===== src/rtl/sbt_pkg.sv =====
package sbt_pkg;
  localparam int ADDR_W = 2;

  typedef enum logic [ADDR_W-1:0] {
    REG_SPACING = 2'd0,
    REG_LENGTH  = 2'd1,
    REG_CTRL    = 2'd2,
    REG_SPARE   = 2'd3
  } reg_addr_e;
endpackage


===== src/rtl/sbt_regs.sv =====
module sbt_regs
  import sbt_pkg::*;
#(
  parameter int PER_W   = 16,
  parameter int LEN_W   = 6,
  parameter int RST_PER = 29,
  parameter int RST_LEN = 20
) (
  input  logic              clk,
  input  logic              rst,
  input  logic              wr_en,
  input  logic [ADDR_W-1:0] wr_addr,
  input  logic [PER_W-1:0]  wr_data,
  output logic [PER_W-1:0]  shadow_per,
  output logic [LEN_W-1:0]  burst_len,
  output logic              ovr_clr
);
  reg_addr_e sel;
  assign sel = reg_addr_e'(wr_addr);

  always_ff @(posedge clk) begin
    if (rst) begin
      shadow_per <= PER_W'(RST_PER);
      burst_len  <= LEN_W'(RST_LEN);
    end else if (wr_en) begin
      case (sel)
        REG_SPACING: shadow_per <= wr_data;
        REG_LENGTH:  burst_len  <= wr_data[LEN_W-1:0];
        default: ;
      endcase
    end
  end

  assign ovr_clr = wr_en && (sel == REG_CTRL) && wr_data[0];
endmodule


===== src/rtl/sbt_timer.sv =====
module sbt_timer #(
  parameter int PER_W = 16
) (
  input  logic             clk,
  input  logic             rst,
  input  logic             sync,
  input  logic             run,
  input  logic [PER_W-1:0] shadow_per,
  output logic             hit
);
  localparam logic [PER_W-1:0] ONE = PER_W'(1);

  logic [PER_W-1:0] cnt;
  logic [PER_W-1:0] act_per;
  logic [PER_W-1:0] load_per;

  // a spacing of zero would make back-to-back triggers; clamp to one
  assign load_per = (shadow_per == '0) ? ONE : shadow_per;

  always_ff @(posedge clk) begin
    if (rst) begin
      cnt     <= '0;
      act_per <= ONE;
    end else if (sync) begin
      cnt     <= '0;
      act_per <= load_per;
    end else if (run) begin
      cnt <= (cnt == act_per) ? '0 : cnt + ONE;
    end else begin
      cnt <= '0;
    end
  end

  assign hit = run && !sync && (cnt == act_per);
endmodule


===== src/rtl/sbt_seq.sv =====
module sbt_seq #(
  parameter int LEN_W = 6
) (
  input  logic             clk,
  input  logic             rst,
  input  logic             sync,
  input  logic             hit,
  input  logic [LEN_W-1:0] burst_len,
  input  logic             ovr_clr,
  output logic             run,
  output logic             trig,
  output logic             done,
  output logic             overrun
);
  localparam logic [LEN_W-1:0] ONE = LEN_W'(1);

  logic [LEN_W-1:0] len_q;
  logic [LEN_W-1:0] smp_q;
  logic             last_q;
  logic             is_last;

  assign is_last = (smp_q == len_q - ONE);

  always_ff @(posedge clk) begin
    if (rst) begin
      run     <= 1'b0;
      len_q   <= '0;
      smp_q   <= '0;
      trig    <= 1'b0;
      last_q  <= 1'b0;
      done    <= 1'b0;
      overrun <= 1'b0;
    end else begin
      trig   <= hit;
      last_q <= hit && is_last;
      done   <= trig && last_q;

      if (sync) begin
        run   <= (burst_len != '0);
        len_q <= burst_len;
        smp_q <= '0;
      end else if (hit) begin
        smp_q <= smp_q + ONE;
        if (is_last) run <= 1'b0;
      end

      // setting has priority over a clear on the same edge
      if (sync && run)  overrun <= 1'b1;
      else if (ovr_clr) overrun <= 1'b0;
    end
  end
endmodule


===== src/rtl/sync_burst_trig.sv =====
module sync_burst_trig
  import sbt_pkg::*;
#(
  parameter int PER_W   = 16,
  parameter int LEN_W   = 6,
  parameter int RST_PER = 29,
  parameter int RST_LEN = 20
) (
  input  logic             clk,
  input  logic             rst,
  input  logic             sync_in,
  input  logic             wr_en,
  input  logic [1:0]       wr_addr,
  input  logic [PER_W-1:0] wr_data,
  output logic             trig_out,
  output logic             done_out,
  output logic             busy_out,
  output logic             overrun_out
);
  logic [PER_W-1:0] shadow_per;
  logic [LEN_W-1:0] burst_len;
  logic             ovr_clr;
  logic             hit;
  logic             run;

  sbt_regs #(
    .PER_W(PER_W), .LEN_W(LEN_W), .RST_PER(RST_PER), .RST_LEN(RST_LEN)
  ) u_regs (
    .clk(clk), .rst(rst), .wr_en(wr_en), .wr_addr(wr_addr), .wr_data(wr_data),
    .shadow_per(shadow_per), .burst_len(burst_len), .ovr_clr(ovr_clr)
  );

  sbt_timer #(.PER_W(PER_W)) u_timer (
    .clk(clk), .rst(rst), .sync(sync_in), .run(run),
    .shadow_per(shadow_per), .hit(hit)
  );

  sbt_seq #(.LEN_W(LEN_W)) u_seq (
    .clk(clk), .rst(rst), .sync(sync_in), .hit(hit), .burst_len(burst_len),
    .ovr_clr(ovr_clr), .run(run), .trig(trig_out), .done(done_out),
    .overrun(overrun_out)
  );

  assign busy_out = run;
endmodule


===== config.mk =====
export PLATFORM = sky130hd
export DESIGN_NAME = sync_burst_trig
export DESIGN_NICKNAME = d
export VERILOG_FILES = /design/src/rtl/sbt_pkg.sv /design/src/rtl/sbt_regs.sv /design/src/rtl/sbt_timer.sv /design/src/rtl/sbt_seq.sv /design/src/rtl/sync_burst_trig.sv
export SDC_FILE = /design/constraint.sdc
export NUM_CORES = 1
export LEC_CHECK = 0
export BUFFER_PORTS_ARGS = -buffer_cell sky130_fd_sc_hd__buf_2
export CAP_MARGIN = 0
export CORE_MARGIN = 8
export CORE_UTILIZATION = 63
export CTS_CLUSTER_DIAMETER = 200
export DETAILED_ROUTE_END_ITERATION = 8
export GPL_ROUTABILITY_DRIVEN = 0
export PLACE_DENSITY = 0.9
export SLEW_MARGIN = 5
export SYNTH_ARGS = -nofsm -noshare
export SYNTH_HDL_FRONTEND = slang
export SYNTH_SLANG_ARGS = --single-unit

===== constraint.sdc =====
create_clock -name clk -period 4.6 [get_ports clk]
set_clock_uncertainty 0.2 [all_clocks]
set_input_delay 0.92 -clock clk [delete_from_list [all_inputs] [get_ports clk]]
set_output_delay 0.92 -clock clk [all_outputs]
set_load 0.05 [all_outputs]

==> flow_results.xml, run 1 <==
<?xml version="1.0" encoding="UTF-8"?>
<metrics>
  <group name="placed_design">
    <metric name="place.detailed.hpwl" unit="mm">4.19</metric>
    <metric name="place.port_buffers" unit="">25</metric>
    <metric name="dp_worst_slack" unit="ns">1.66</metric>
  </group>
  <group name="drt">
    <metric name="post-route-drc-count" unit="">0</metric>
    <metric name="detailed_routing_iterations_pass_1" unit="">4</metric>
    <metric name="vias_per_cell" unit="">5.57</metric>
    <metric name="total_wire_length_after_detailed_routing" unit="mm">5.95</metric>
    <metric name="ant_nets" unit="">0</metric>
    <metric name="post_drt_wl_per_cell" unit="um">14.1</metric>
    <metric name="via_count" unit="">2343</metric>
    <metric name="detailedRoute.firstIterationViolations" unit="">178</metric>
  </group>
  <group name="layout">
    <metric name="leading_cell_type_in_the_layout_fill_and_taps_excluded" unit="">sky130_fd_sc_hd__dfxtp_1</metric>
    <metric name="area.growth.synth_to_final" unit="%">11.3</metric>
    <metric name="fin_util" unit="%">71.8</metric>
    <metric name="num-nets-final" unit="">387</metric>
    <metric name="mostFrequentLayoutCells" unit="">sky130_fd_sc_hd__dfxtp_1, sky130_fd_sc_hd__nor2_1, sky130_fd_sc_hd__nand2_1</metric>
    <metric name="number_of_filler_cells_placed_in_the_layout" unit="">356</metric>
    <metric name="antennaDiodeCount" unit="">0</metric>
    <metric name="final_layout_size_suffix_gt1_share" unit="%">12.8</metric>
  </group>
  <group name="grt">
    <metric name="gr-total-overflow" unit="">0</metric>
    <metric name="vias_in_the_first_global_route" unit="">2262</metric>
    <metric name="largest_net_degree_at_the_start_of_global_routing" unit="">51</metric>
    <metric name="gr-usage-all-layers" unit="%">17.5</metric>
    <metric name="wire_length_of_the_first_global_routing_pass" unit="mm">10.2</metric>
    <metric name="number_of_antenna_violations_at_the_first_check_in_global_routing" unit="">0</metric>
  </group>
  <group name="die">
    <metric name="core_area" unit="mm2">0.00469</metric>
    <metric name="die_height" unit="um">85.3</metric>
    <metric name="die-width" unit="um">85.3</metric>
    <metric name="boundaryPins" unit="">26</metric>
    <metric name="fp.dieArea" unit="mm2">0.00728</metric>
    <metric name="std_cell_rows" unit="">25</metric>
    <metric name="initial_utilization" unit="%">64.5</metric>
  </group>
  <group name="cts">
    <metric name="post_cts.resized_instances" unit="">0</metric>
    <metric name="clock_latency" unit="ns">0.34</metric>
    <metric name="post_cts_buffers" unit="">0</metric>
    <metric name="cts_buffer_depth" unit="">2</metric>
    <metric name="tritoncts" unit="">built</metric>
    <metric name="cts_root_buf" unit="">sky130_fd_sc_hd__clkbuf_8</metric>
    <metric name="cts_hold_repair.buffers" unit="">0</metric>
    <metric name="clkSlewWorstSetupHoldPaths" unit="ns">0.07</metric>
    <metric name="sink_count" unit="">71</metric>
    <metric name="tritoncts.num_buffers" unit="">9</metric>
    <metric name="htree_num_levels" unit="">3</metric>
  </group>
  <group name="timing">
    <metric name="unrepaired_setup_endpoints_after_global_routing" unit="">no</metric>
    <metric name="period_share" unit="%">56.2</metric>
    <metric name="finalHoldViolCount" unit="">0</metric>
    <metric name="final_period_minus_worst_setup_slack" unit="ns">2.59</metric>
    <metric name="slew_violations" unit="">0</metric>
    <metric name="totalNegativeSetupSlack" unit="ns">0</metric>
    <metric name="post-route-worst-setup-slack" unit="ns">2.01</metric>
    <metric name="report.final.setup_viol" unit="">0</metric>
    <metric name="worst_pin_slew" unit="ns">0.815</metric>
    <metric name="worst_slew_margin_rel" unit="%">45.7</metric>
    <metric name="achievable-frequency" unit="MHz">386</metric>
    <metric name="fin_hold_ws" unit="ns">0.232</metric>
  </group>
  <group name="pwr">
    <metric name="ir_drop" unit="V">0.000295</metric>
    <metric name="static-leakage-power" unit="nW">1.41</metric>
    <metric name="power_per_standard_cell_area" unit="mW/mm2">363</metric>
  </group>
  <group name="flow_run">
    <metric name="max_cap_viol" unit="">0</metric>
  </group>
  <group name="status">
    <metric name="outcome" unit="">finished, final reports clean</metric>
  </group>
  <group name="synth">
    <metric name="synth_sequential_area_ratio" unit="%">47.0</metric>
    <metric name="synthFlopType" unit="">sky130_fd_sc_hd__dfxtp_1</metric>
    <metric name="asyncSetResetFlopFracSynth" unit="%">0</metric>
    <metric name="synth.yosys.warnings" unit="">0</metric>
    <metric name="synthDistinctLibCells" unit="">36</metric>
    <metric name="synth.net_count" unit="">363</metric>
    <metric name="postSynthAreaPerCell" unit="um2">8.95</metric>
    <metric name="ys_ff_latch" unit="">71</metric>
    <metric name="synthesis.area" unit="mm2">0.00303</metric>
    <metric name="synth-edff-count" unit="">0</metric>
    <metric name="synth_cells" unit="">338</metric>
  </group>
  <group name="critical_path">
    <metric name="crit_fanout" unit="">50</metric>
    <metric name="timing.critical_path.to_type" unit="">flop</metric>
    <metric name="category_of_the_most_critical_setup_path" unit="">primary input to flop</metric>
    <metric name="cp.arrival" unit="ns">2.60</metric>
    <metric name="critPathLaunchType" unit="">primary input</metric>
    <metric name="cp.required" unit="ns">4.61</metric>
  </group>
  <group name="hold_path">
    <metric name="hp-class" unit="">flop to flop</metric>
  </group>
</metrics>
-- metal layers --
layer	wire length (um)	up-vias	global-route usage (%)
li1	-	1206	-
met1	2830	1062	21.6
met2	2720	68	27.5
met3	321	7	5.79
met4	80	0	7.17
met5	0	-	0
-- path summary, 6_finish.rpt --
path | cells after the start | start | endpoint | slack (ns)
setup / recovery | 5 | rst | u_timer.cnt[6] | 2.01
hold / removal | 2 | u_seq.last_q | u_seq.done | 0.23
setup reg to reg | 5 | u_timer.cnt[0] | u_seq.smp_q[5] | 2.09
hold reg to reg | 2 | u_seq.last_q | u_seq.done | 0.23
-- cells in the mapped netlist, types with 7 or more instances --
| library cell | count | area (um2) |
|---|---|---|
| sky130_fd_sc_hd__a21oi_1 | 15 | 75.1 |
| sky130_fd_sc_hd__nand2_1 | 45 | 169 |
| sky130_fd_sc_hd__nand4_1 | 8 | 50.1 |
| sky130_fd_sc_hd__mux2i_1 | 25 | 250 |
| sky130_fd_sc_hd__nor2_1 | 53 | 199 |
| sky130_fd_sc_hd__dfxtp_1 | 71 | 1420 |
| sky130_fd_sc_hd__clkbuf_1 | 9 | 33.8 |
| sky130_fd_sc_hd__xor2_1 | 24 | 210 |
| sky130_fd_sc_hd__nand3_1 | 9 | 45.0 |
| sky130_fd_sc_hd__xnor2_1 | 15 | 131 |
| sky130_fd_sc_hd__nor4_1 | 7 | 43.8 |
-- flip-flops by register name, summed over array words and instances (netlist names) --
register           count
u_regs.burst_len       6
u_regs.shadow_per     16
u_seq.done             1
u_seq.last_q           1
u_seq.len_q            6
u_seq.overrun          1
u_seq.run              1
u_seq.smp_q            6
u_seq.trig             1
u_timer.act_per       16
u_timer.cnt           16
-- logic make-up after synthesis --
group                      share of synthesized area (%)
and+or+nand+nor                                     23.7
DFF                                                 47.0
xor gates and xnor gates                            11.3
AOI/OAI and AO/OA                                   6.16
muxes                                               8.27
buffers and inverters                               2.40
adders and majority gates                           1.24
-- metrics by stage --
step	power [mW]	instances	area, um2
2_1_floorplan	0.718	338	3030
3_3_place_gp	0.739	405	3170
3_5_place_dp	0.744	405	3170
4_1_cts	1.23	421	3370
5_1_grt	1.27	421	3370
6_report	1.22	421	3370
-- report_power, final --
| group | internal, mW | switching (mW) |
|---|---|---|
| Clock | 0.254 | 0.237 |
| Combinational | 0.0360 | 0.0495 |
| Sequential | 0.630 | 0.0141 |
| Total | 0.920 | 0.301 |
-- area by class of cell --
class | count | area, um2 | share of cell area (%)
Multi-Input combinational cell | 249 | 1530 | 45.5
Sequential cell | 71 | 1420 | 42.2
Timing Repair Buffer | 26 | 133 | 3.94
Clock buffer | 10 | 128 | 3.79
Clock inverter | 6 | 68.8 | 2.04
Tap cell | 54 | 67.6 | 2.01
Inverter | 5 | 18.8 | 0.557
-- critical path, cell delays in order --
cell and delay (ns):
sky130_fd_sc_hd__buf_2 0.62, sky130_fd_sc_hd__nor2_1 0.28, sky130_fd_sc_hd__and2_1 0.28, sky130_fd_sc_hd__nand2_1 0.37, sky130_fd_sc_hd__nor2_1 0.11
Note: power is estimated with default switching activity, not from simulation.
==> inputs of run 2 (changes only) <==
--- a/config.mk
+++ b/config.mk
@@ -5,14 +5,15 @@
 export SDC_FILE = /design/constraint.sdc
 export NUM_CORES = 1
 export LEC_CHECK = 0
+export ABC_AREA = 1
 export BUFFER_PORTS_ARGS = -buffer_cell sky130_fd_sc_hd__buf_2
 export CAP_MARGIN = 0
 export CORE_MARGIN = 8
-export CORE_UTILIZATION = 63
+export CORE_UTILIZATION = 59
 export CTS_CLUSTER_DIAMETER = 200
 export DETAILED_ROUTE_END_ITERATION = 8
 export GPL_ROUTABILITY_DRIVEN = 0
-export PLACE_DENSITY = 0.9
+export PLACE_DENSITY = 0.85
 export SLEW_MARGIN = 5
 export SYNTH_ARGS = -nofsm -noshare
 export SYNTH_HDL_FRONTEND = slang
==> constraint.sdc (replaced) <==
create_clock -name clk -period 2.6 [get_ports clk]
set_clock_uncertainty 0.2 [all_clocks]
set_input_delay 0.52 -clock clk [delete_from_list [all_inputs] [get_ports clk]]
set_output_delay 0.52 -clock clk [all_outputs]
set_load 0.05 [all_outputs]
==> run 2 against run 1 <==
Compared with the run above: via count grew 24%; utilization fell by 2.6 points; non-clock buffer count rose by 2.
==> flow_results.xml, run 2 <==
<?xml version="1.0" encoding="UTF-8"?>
<metrics>
  <group name="hold_path">
    <metric name="hp-class" unit="">primary input to flop</metric>
    <metric name="holdPathStages" unit="">3</metric>
  </group>
  <group name="grt">
    <metric name="wire_length_of_the_first_global_routing_pass" unit="mm">12.4</metric>
    <metric name="vias_in_the_first_global_route" unit="">2703</metric>
    <metric name="gr-usage-all-layers" unit="%">20.2</metric>
    <metric name="largest_net_degree_at_the_start_of_global_routing" unit="">25</metric>
    <metric name="number_of_antenna_violations_at_the_first_check_in_global_routing" unit="">0</metric>
    <metric name="gr-total-overflow" unit="">0</metric>
  </group>
  <group name="synth">
    <metric name="netlist_top_cells_area" unit="">sky130_fd_sc_hd__dfxtp_1, sky130_fd_sc_hd__nand2_1, sky130_fd_sc_hd__inv_1</metric>
    <metric name="synth-xor-area-share" unit="%">5.25</metric>
    <metric name="synth_sequential_area_ratio" unit="%">44.8</metric>
    <metric name="synth.net_count" unit="">457</metric>
    <metric name="fraction_of_the_mapped_netlist_area_in_compound_gates" unit="%">12.5</metric>
    <metric name="synth_top_cell_area_share" unit="%">44.8</metric>
    <metric name="synth.yosys.warnings" unit="">0</metric>
    <metric name="synth_top_family_by_area" unit="">simple AND/OR/NAND/NOR gates</metric>
    <metric name="synth_area_leader_cell" unit="">sky130_fd_sc_hd__dfxtp_1</metric>
    <metric name="synth_adder_area_share" unit="%">1.18</metric>
    <metric name="synth.most_common_cell" unit="">sky130_fd_sc_hd__nand2_1</metric>
    <metric name="muxShareOfSynthArea" unit="%">0</metric>
    <metric name="synthDistinctLibCells" unit="">29</metric>
    <metric name="synthFlopType" unit="">sky130_fd_sc_hd__dfxtp_1</metric>
    <metric name="synthesis.area" unit="mm2">0.00317</metric>
    <metric name="synth-edff-count" unit="">0</metric>
    <metric name="postSynthAreaPerCell" unit="um2">7.34</metric>
    <metric name="asyncSetResetFlopFracSynth" unit="%">0</metric>
    <metric name="post_synth_most_frequent_cells" unit="">sky130_fd_sc_hd__nand2_1, sky130_fd_sc_hd__dfxtp_1, sky130_fd_sc_hd__inv_1</metric>
    <metric name="synth_simple_gate_area_share" unit="%">26.1</metric>
    <metric name="ys_ff_latch" unit="">71</metric>
    <metric name="synth_cells" unit="">432</metric>
  </group>
  <group name="drt">
    <metric name="wl_met1" unit="mm">3.31</metric>
    <metric name="vias_per_cell" unit="">5.48</metric>
    <metric name="total_wire_length_after_detailed_routing" unit="mm">7.12</metric>
    <metric name="routed-wl-met3" unit="um">381</metric>
    <metric name="met2WireLength" unit="mm">3.28</metric>
    <metric name="post_drt_wl_per_cell" unit="um">13.4</metric>
    <metric name="detailed_routing_iterations_pass_1" unit="">5</metric>
    <metric name="detailedRoute.firstIterationViolations" unit="">237</metric>
    <metric name="ant_nets" unit="">0</metric>
    <metric name="post-route-drc-count" unit="">0</metric>
    <metric name="via_count" unit="">2913</metric>
    <metric name="top_layer" unit="">met4</metric>
  </group>
  <group name="layout">
    <metric name="number_of_filler_cells_placed_in_the_layout" unit="">397</metric>
    <metric name="fin_util" unit="%">69.2</metric>
    <metric name="area.growth.synth_to_final" unit="%">12.1</metric>
    <metric name="final_layout_size_suffix_gt1_share" unit="%">12.1</metric>
    <metric name="finish.instance_area" unit="mm2">0.00355</metric>
    <metric name="biggestRegsByFlops" unit="">u_regs.shadow_per x16, u_timer.act_per x16, u_timer.cnt x16</metric>
    <metric name="antennaDiodeCount" unit="">0</metric>
    <metric name="finalNonFillerCells" unit="">532</metric>
    <metric name="mostFrequentLayoutCells" unit="">sky130_fd_sc_hd__nand2_1, sky130_fd_sc_hd__dfxtp_1, sky130_fd_sc_hd__inv_1</metric>
    <metric name="num-nets-final" unit="">482</metric>
    <metric name="leading_cell_type_in_the_layout_fill_and_taps_excluded" unit="">sky130_fd_sc_hd__nand2_1</metric>
  </group>
  <group name="critical_path">
    <metric name="path_cells" unit="">ha_1, nand2_1, inv_1, nand2_1, nor2_1, nand3_1, nor2_1, nor2_1, nor3_1</metric>
    <metric name="crit_fanout" unit="">5</metric>
    <metric name="critical_path.max_stage_delay" unit="ns">0.42</metric>
    <metric name="reg2reg_depth" unit="">9</metric>
    <metric name="timing.critical_path.to_type" unit="">flop</metric>
    <metric name="cpMostUsedCell" unit="">sky130_fd_sc_hd__nor2_1</metric>
    <metric name="critical_path.top_delay_family" unit="">simple AND/OR/NAND/NOR gates</metric>
    <metric name="worst-path-stages" unit="">9</metric>
    <metric name="category_of_the_most_critical_setup_path" unit="">flop to flop</metric>
    <metric name="critPathLaunchType" unit="">flop</metric>
    <metric name="cp.arrival" unit="ns">1.97</metric>
    <metric name="path_buf_inv" unit="">1</metric>
    <metric name="cp.required" unit="ns">2.69</metric>
    <metric name="cell_with_the_largest_stage_delay_on_the_worst_path" unit="">sky130_fd_sc_hd__dfxtp_1</metric>
  </group>
  <group name="die">
    <metric name="initial_utilization" unit="%">61.7</metric>
    <metric name="die_height" unit="um">89.3</metric>
    <metric name="die-width" unit="um">89.3</metric>
    <metric name="std_cell_rows" unit="">26</metric>
    <metric name="boundaryPins" unit="">26</metric>
    <metric name="core_area" unit="mm2">0.00514</metric>
    <metric name="fp.dieArea" unit="mm2">0.00798</metric>
  </group>
  <group name="timing">
    <metric name="slew_violations" unit="">0</metric>
    <metric name="achievable-frequency" unit="MHz">531</metric>
    <metric name="post-route-worst-setup-slack" unit="ns">0.718</metric>
    <metric name="final_period_minus_worst_setup_slack" unit="ns">1.88</metric>
    <metric name="worst_slew_margin_rel" unit="%">64.6</metric>
    <metric name="totalNegativeSetupSlack" unit="ns">0</metric>
    <metric name="worst_pin_slew" unit="ns">0.531</metric>
    <metric name="period_share" unit="%">72.4</metric>
    <metric name="finalHoldViolCount" unit="">0</metric>
    <metric name="unrepaired_setup_endpoints_after_global_routing" unit="">no</metric>
    <metric name="report.final.setup_viol" unit="">0</metric>
    <metric name="fin_hold_ws" unit="ns">0.181</metric>
  </group>
  <group name="cts">
    <metric name="clkSlewWorstSetupHoldPaths" unit="ns">0.08</metric>
    <metric name="post_cts.resized_instances" unit="">0</metric>
    <metric name="cts_hold_repair.buffers" unit="">0</metric>
    <metric name="tritoncts" unit="">built</metric>
    <metric name="post_cts_buffers" unit="">0</metric>
    <metric name="tritoncts.num_buffers" unit="">9</metric>
    <metric name="sink_count" unit="">71</metric>
    <metric name="clock_latency" unit="ns">0.36</metric>
    <metric name="htree_num_levels" unit="">3</metric>
    <metric name="cts_root_buf" unit="">sky130_fd_sc_hd__clkbuf_8</metric>
    <metric name="cts_buffer_depth" unit="">2</metric>
  </group>
  <group name="status">
    <metric name="outcome" unit="">finished, final reports clean</metric>
  </group>
  <group name="pwr">
    <metric name="report.power.total" unit="mW">2.30</metric>
    <metric name="static-leakage-power" unit="nW">1.49</metric>
    <metric name="ir_drop" unit="V">0.000518</metric>
    <metric name="power_per_standard_cell_area" unit="mW/mm2">648</metric>
  </group>
  <group name="placed_design">
    <metric name="place.port_buffers" unit="">25</metric>
    <metric name="place.detailed.hpwl" unit="mm">4.91</metric>
    <metric name="place.detailed.instances" unit="">516</metric>
    <metric name="dp_worst_slack" unit="ns">0.585</metric>
    <metric name="post_dp_cell_area" unit="mm2">0.00333</metric>
  </group>
  <group name="flow_run">
    <metric name="max_cap_viol" unit="">0</metric>
  </group>
</metrics>
run 2: cell types whose count changed after synthesis, moves of 11 or more:
cell and delta:
sky130_fd_sc_hd__xnor2_1 -11, sky130_fd_sc_hd__a21oi_1 +11, sky130_fd_sc_hd__inv_1 +55, sky130_fd_sc_hd__nand2_1 +49, sky130_fd_sc_hd__o21ai_0 +26, sky130_fd_sc_hd__nor2_1 -13, sky130_fd_sc_hd__o22ai_1 +14, sky130_fd_sc_hd__mux2i_1 -25
run 2: where the power goes:
part | switching (mW) | internal, mW
sequential | 0.0207 | 1.12
clock | 0.437 | 0.547
combinational | 0.117 | 0.0609
run 2: cell families after synthesis:
kind of cell,count (synthesis)
compound gates,73
xor+xnor,19
fa+ha+maj,3
buf+inv,80
flops,71
simple gates,186
run 2: final timing paths:
| path | startpoint | endpoint | slack (ns) |
|---|---|---|---|
| setup reg to reg | u_timer.cnt[0] | u_timer.cnt[12] | 0.72 |
| setup / recovery | u_timer.cnt[0] | u_timer.cnt[12] | 0.72 |
| hold reg to reg | u_seq.last_q | u_seq.done | 0.23 |
| hold / removal | wr_data[2] | u_regs.burst_len[2] | 0.18 |
run 2: area by class of cell:
| cell class | count | area (um2) | share of cell area (%) |
|---|---|---|---|
| inverter | 66 | 248 | 6.97 |
| sequential | 71 | 1420 | 40.0 |
| multi-input combinational | 281 | 1430 | 40.2 |
| clock inverter | 6 | 93.8 | 2.64 |
| clock buffer | 10 | 128 | 3.59 |
| timing repair buffer | 28 | 148 | 4.15 |
| tap | 70 | 87.6 | 2.46 |
run 2: tightest hold or removal path, stage by stage:
cell and delay (ns):
sky130_fd_sc_hd__buf_2 0.09, sky130_fd_sc_hd__nand2_1 0.05, sky130_fd_sc_hd__nand3_1 0.05
run 2: routing by layer:
metal / track usage, % / vias up
li1: - / 1453
met1: 26.3 / 1351
met2: 31.4 / 95
met3: 4.32 / 14
met4: 8.91 / 0
met5: 0 / -
